File: src/rtl/tsa_pkg.sv
package tsa_pkg;
    typedef enum logic [1:0] {
        ST_NORMAL = 2'd0,
        ST_WARN   = 2'd1,
        ST_SHUTDN = 2'd2,
        ST_EMERG  = 2'd3
    } tstage_e;

    localparam logic [1:0] A_STATUS = 2'd0;
    localparam logic [1:0] A_SDCTL  = 2'd1;
    localparam logic [1:0] A_ALMCTL = 2'd2;

    localparam int B_PEND  = 0;
    localparam int B_RATE  = 3;
    localparam int B_VETO  = 6;
    localparam int B_EN    = 7;

    localparam logic [7:0] SDCTL_MASK  = 8'h4B;
    localparam logic [7:0] ALMCTL_MASK = 8'h80;
endpackage

File: src/rtl/tsa_rate_tick.sv
module tsa_rate_tick #(
    parameter int FAST_DIV = 8,   // clocks per sample, fast rate, at least 2
    parameter int SLOW_DIV = 32   // clocks per sample, slow rate, at least 2
) (
    input  logic clk,
    input  logic rst_n,
    input  logic run,
    input  logic fast,
    output logic tick
);
    localparam int MAXD = (FAST_DIV > SLOW_DIV) ? FAST_DIV : SLOW_DIV;
    localparam int CW   = $clog2(MAXD + 1);

    logic [CW-1:0] cnt_q;
    logic [CW-1:0] lim;

    assign lim  = fast ? CW'(FAST_DIV - 1) : CW'(SLOW_DIV - 1);
    assign tick = run && (cnt_q >= lim);

    always_ff @(posedge clk) begin
        if (!rst_n || !run || cnt_q >= lim) begin
            cnt_q <= '0;
        end else begin
            cnt_q <= cnt_q + 1'b1;
        end
    end


    single_tick_chk: assert property (@(posedge clk) disable iff (!rst_n)
        tick |=> !tick);


    idle_tick_chk: assert property (@(posedge clk) disable iff (!rst_n)
        !run |-> !tick);
endmodule

File: src/rtl/tsa_stage_fsm.sv
module tsa_stage_fsm
    import tsa_pkg::*;
#(
    parameter int TW    = 10,
    parameter int BASE2 = 125,  // stage 2 trip point at selector 0
    parameter int STEP  = 5,
    parameter int GAP   = 20,
    parameter int HYST  = 2
) (
    input  logic                 clk,
    input  logic                 rst_n,
    input  logic                 eval,
    input  logic signed [TW-1:0] temp,
    input  logic [1:0]           sel,
    output tstage_e              stage,
    output tstage_e              stage_nxt,
    output logic                 changed,
    output logic                 warn
);
    tstage_e state_q;
    tstage_e dec;
    int      t2;
    int      tv;
    int      lim;
    int      hits;

    // each trip point already held is lowered by the hysteresis
    always_comb begin
        t2   = BASE2 + STEP * int'(sel);
        tv   = int'(temp);
        hits = 0;
        lim  = 0;
        for (int k = 1; k <= 3; k++) begin
            lim = t2 + (k - 2) * GAP;
            if (k <= int'(state_q)) begin
                lim = lim - HYST;
            end
            if (tv >= lim) begin
                hits = hits + 1;
            end
        end
        dec = tstage_e'(hits[1:0]);
    end

    // state register
    always_ff @(posedge clk) begin
        if (!rst_n) begin
            state_q <= ST_NORMAL;
        end else if (eval) begin
            state_q <= dec;
        end
    end

    // outputs
    always_comb begin
        unique case (state_q)
            ST_NORMAL: warn = 1'b0;
            ST_WARN,
            ST_SHUTDN,
            ST_EMERG:  warn = 1'b1;
            default:   warn = 1'b0;
        endcase
    end

    assign stage     = state_q;
    assign stage_nxt = dec;
    assign changed   = eval && (dec != state_q);


    stage_hold_chk: assert property (@(posedge clk) disable iff (!rst_n)
        !eval |=> $stable(state_q));


    change_moves_chk: assert property (@(posedge clk) disable iff (!rst_n)
        changed |=> (state_q != $past(state_q)));
endmodule

File: src/rtl/thermal_stage_alarm.sv
module thermal_stage_alarm
    import tsa_pkg::*;
#(
    parameter int TW       = 10,
    parameter int FAST_DIV = 8,
    parameter int SLOW_DIV = 32
) (
    input  logic                 clk,
    input  logic                 rst_n,
    input  logic signed [TW-1:0] temp_c,
    input  logic [1:0]           reg_addr,
    input  logic                 reg_wr,
    input  logic [7:0]           reg_wdata,
    output logic [7:0]           reg_rdata,
    output logic                 warn_o,
    output logic                 part_shdn_o,
    output logic                 emerg_kill_o,
    output logic                 irq_o
);
    logic [7:0] sd_q;
    logic [7:0] alm_q;
    logic       pend_q;
    logic       shdn_q;
    logic       emerg_q;
    logic       tick;
    logic       chg;
    tstage_e    stage;
    tstage_e    stage_nxt;

    tsa_rate_tick #(.FAST_DIV(FAST_DIV), .SLOW_DIV(SLOW_DIV)) u_tick (
        .clk  (clk),
        .rst_n(rst_n),
        .run  (alm_q[B_EN]),
        .fast (sd_q[B_RATE]),
        .tick (tick)
    );

    tsa_stage_fsm #(.TW(TW)) u_fsm (
        .clk      (clk),
        .rst_n    (rst_n),
        .eval     (tick),
        .temp     (temp_c),
        .sel      (sd_q[1:0]),
        .stage    (stage),
        .stage_nxt(stage_nxt),
        .changed  (chg),
        .warn     (warn_o)
    );

    always_ff @(posedge clk) begin
        if (!rst_n) begin
            sd_q    <= '0;
            alm_q   <= '0;
            pend_q  <= 1'b0;
            shdn_q  <= 1'b0;
            emerg_q <= 1'b0;
        end else begin
            if (reg_wr && reg_addr == A_SDCTL) begin
                sd_q <= reg_wdata & SDCTL_MASK;
            end
            if (reg_wr && reg_addr == A_ALMCTL) begin
                alm_q <= reg_wdata & ALMCTL_MASK;
            end
            if (chg) begin
                pend_q <= 1'b1;
            end else if (reg_wr && reg_addr == A_STATUS && reg_wdata[B_PEND]) begin
                pend_q <= 1'b0;
            end
            if (tick && stage_nxt >= ST_SHUTDN && !sd_q[B_VETO]) begin
                shdn_q <= 1'b1;
            end
            if (tick && stage_nxt == ST_EMERG) begin
                emerg_q <= 1'b1;
            end
        end
    end

    always_comb begin
        case (reg_addr)
            A_STATUS: reg_rdata = {1'b0, 1'b0, stage, 3'b000, pend_q};
            A_SDCTL:  reg_rdata = sd_q;
            A_ALMCTL: reg_rdata = alm_q;
            default:  reg_rdata = 8'h00;
        endcase
    end

    assign part_shdn_o  = shdn_q;
    assign emerg_kill_o = emerg_q;
    assign irq_o        = pend_q;


    irq_on_change_chk: assert property (@(posedge clk) disable iff (!rst_n)
        chg |=> pend_q);


    shdn_sticky_chk: assert property (@(posedge clk) disable iff (!rst_n)
        shdn_q |=> shdn_q);


    shdn_veto_chk: assert property (@(posedge clk) disable iff (!rst_n)
        $rose(shdn_q) |-> (!$past(sd_q[B_VETO]) && stage >= ST_SHUTDN));


    emerg_sticky_chk: assert property (@(posedge clk) disable iff (!rst_n)
        emerg_q |=> emerg_q);


    emerg_stage_chk: assert property (@(posedge clk) disable iff (!rst_n)
        (stage == ST_EMERG) |-> emerg_q);
endmodule

File: config.mk
export PLATFORM = sky130hd
export DESIGN_NAME = thermal_stage_alarm
export DESIGN_NICKNAME = d
export VERILOG_FILES = /design/src/rtl/tsa_pkg.sv /design/src/rtl/tsa_rate_tick.sv /design/src/rtl/tsa_stage_fsm.sv /design/src/rtl/thermal_stage_alarm.sv
export SDC_FILE = /design/constraint.sdc
export NUM_CORES = 1
export LEC_CHECK = 0
export ABC_AREA = 1
export CAP_MARGIN = 20
export CORE_AREA = 8 8 98 74
export CTS_CLUSTER_DIAMETER = 60
export DETAILED_ROUTE_END_ITERATION = 12
export DIE_AREA = 0 0 106 82
export DONT_BUFFER_PORTS = 1
export GPL_TIMING_DRIVEN = 0
export PLACE_DENSITY_LB_ADDON = 0.15
export SYNTH_ARGS = -nofsm -noshare
export SYNTH_HDL_FRONTEND = slang
export SYNTH_SLANG_ARGS = --single-unit
File: constraint.sdc
create_clock -name clk -period 6.34 [get_ports clk]
set_input_delay 1.585 -clock clk [delete_from_list [all_inputs] [get_ports clk]]
set_output_delay 1.585 -clock clk [all_outputs]
set_load 0.05 [all_outputs]
==> metrics <==
run status=finished, final reports clean; Fillers=619; crit path kind=reg -> reg; clock sink count=16; post-CTS setup buffers=0; GRT Resource Usage Total=14.1%; CP startpoint kind=flop; worst skew pair latency=0.25 ns; largest net degree at the start of global routing=37; vias per cell=5.07; leakage power=1.46 nW; initial core utilization=47.2%; starting DRC count in detailed routing=81; cell area after synthesis=2770 µm²; Nets=about 530; synth top area cells=ha_1 (36%), dfxtp_1 (12%), nand2_1 (10%), inv_1 (8.3%), a21oi_1 (6.7%); mean routed wirelength per cell=11.8 µm; register area share after synthesis=11.6%; post-detail-place hpwl=a little over 5000 µm; vias in the first global route=2455; Max Clock Skew=0.00144 ns; root buf cell=clkbuf_8; Tightest Hold Check Type=reg -> reg; hold_buf cts=0; die height=between 80 and 90 µm; deepest level of the CTS H-tree=1; via count=2528; Setup violations, final=0; Post-DRT Antenna Nets=0; CP required=6.48 ns; crit-path max FO=10; setup_tns=0 ns; hold slack=0.446 ns; cell area power density=121 nW/µm²; share of cells above drive strength 1=under 10%; GR Util met3=3.13%; Post-synth EDFFs=0; DRC viols=0; fin crit period=~4.4 ns; Seq cells post-synth=16; FMAX=229 MHz; die footprint=8690 µm²; ys flop type=dfxtp_1; Clock transition at path regs=~0.06 ns; area of the multi-input gates=2250 µm²; Avg Cell Area, Syn=6.86 µm²; register area=320 µm²; CTS tree=yes; post-synth cell types=35; post-cts resize count=0; Row Count=24; CP arrival=between 4 and 5 ns; relative max-transition margin=35.5%; Fin. Hold Viols=0; peak supply drop=95.4 µV; top-level I/O count=35; CP Capture Type=flop; total core area=5860 µm²; GP Congestion=between 0.8 and 0.9; Max-cap violations=0; drt pass-1 iters=4; most frequent cell after synthesis=ha_1; Area Growth Syn to Fin=7.06%; Max Slew Vio Count=0; Die Width=106 µm; GRT overflow=0; initial antenna violation count=0; RSZ-0062 raised after global routing=no; first-pass GRT wire length=10500 µm; Worst-Margin Slew=0.961 ns; antenna cells=0; GRT met2 Usage=approximately 24%; Gate Count Post-Synth=403; IO buf count=0; crit share post-route=69.0%; CTS Buf Count=3; busiest grt layer=met2; Post-synth ARST share=0%; Warnings, synthesis=0; post-synth top area cell=ha_1; Synth top area share=35.7%; Total Wirelength=between 5000 and 6000 µm; Synth top cells by count=ha_1 (79), nand2_1 (74), inv_1 (61); Clock Path Buffers=2; global-route met1 utilization=18.4%
[cell type report]
type	instances	area share, %
Inverter	61	7.73
Clock buffer	3	1.39
Multi-Input combinational cell	335	75.9
Buffer	6	0.887
Sequential cell	16	10.8
Tap cell	78	3.30
[final timing paths]
check	start	to	slack [ns]	cells past startpoint
worst max-delay path	sd_q[0]	irq_o	1.96	27
worst min-delay path	u_tick.cnt_q[0]	u_tick.cnt_q[0]	0.45	1
worst max register to register	sd_q[0]	irq_o	1.96	27
worst min register to register	u_tick.cnt_q[0]	u_tick.cnt_q[0]	0.45	1
[worst max-delay path, stage by stage, from the launching register on]
cell       delay, ns
dfxtp_1         0.41
inv_1           0.17
ha_1            0.29
inv_1           0.13
ha_1            0.16
clkbuf_1        0.28
clkbuf_1        0.38
inv_1           0.09
ha_1            0.31
nand4_1         0.09
inv_1           0.08
nand4_1         0.10
nor3_1          0.24
and3_1          0.22
nand2_1         0.06
o2111ai_1       0.10
o21bai_1        0.14
nand3_1         0.11
inv_1           0.08
ha_1            0.25
inv_1           0.06
nand4_1         0.14
nand2_2         0.12
nand2_1         0.06
nand2_1         0.05
nand2_1         0.05
nand2_1         0.07
a21oi_2         0.05
[cell usage in the layout, fill, tap and decap left out, drive strengths merged, types with 8 or more instances in the layout]
cell	n
a21oi	38
dfxtp	16
o21ai	26
clkbuf	8
nand3	16
nand2	80
conb	17
nand4	13
inv	61
ha	79
nor2	37
[cells by family after synthesis]
logic type / synth area share, %
adder cells (fa/ha/maj): 35.7
other: 0.271
flip-flops: 11.6
AND/OR/NAND/NOR: 25.3
buffers and inverters: 9.23
XOR/XNOR: 1.27
AO/OA/AOI/OAI: 16.6
[power breakdown]
group / internal [mW] / total [mW] / leakage, nW / switching (mW)
Combinational: 0.0722 / 0.179 / 1.30 / 0.107
Clock: 0.0421 / 0.0747 / 0.0216 / 0.0327
Sequential: 0.102 / 0.104 / 0.130 / 0.00175
Total: 0.217 / 0.358 / 1.46 / 0.142
[metal layers]
layer  up-vias  routed length, µm
met5         -                  0
met4         0                 23
met3         4                199
met2        18               2550
met1      1119               3110
li1       1387                  -
[stage by stage]
stage | setup WS, ns | std cells | instance area, µm² | utilization [%] | total power [mW]
4_1_cts | 1.93 | 499 | 2960 | 50.6 | 0.362
3_3_place_gp | 1.73 | 496 | 2920 | 49.9 | 0.281
2_1_floorplan | 1.85 | 418 | 2820 | - | 0.251
3_5_place_dp | 1.96 | 496 | 2920 | 49.9 | 0.286
5_1_grt | 1.55 | 499 | 2960 | 50.6 | 0.397
6_report | 1.96 | 499 | 2960 | 50.6 | 0.358
[flip-flops by register name, summed over array words and instances (netlist names)]
register / flops
u_fsm.stage: 2
u_tick.cnt_q: 6
irq_o: 1
alm_q: 1
part_shdn_o: 1
emerg_kill_o: 1
sd_q: 4
(Power assumes the default switching activity.)
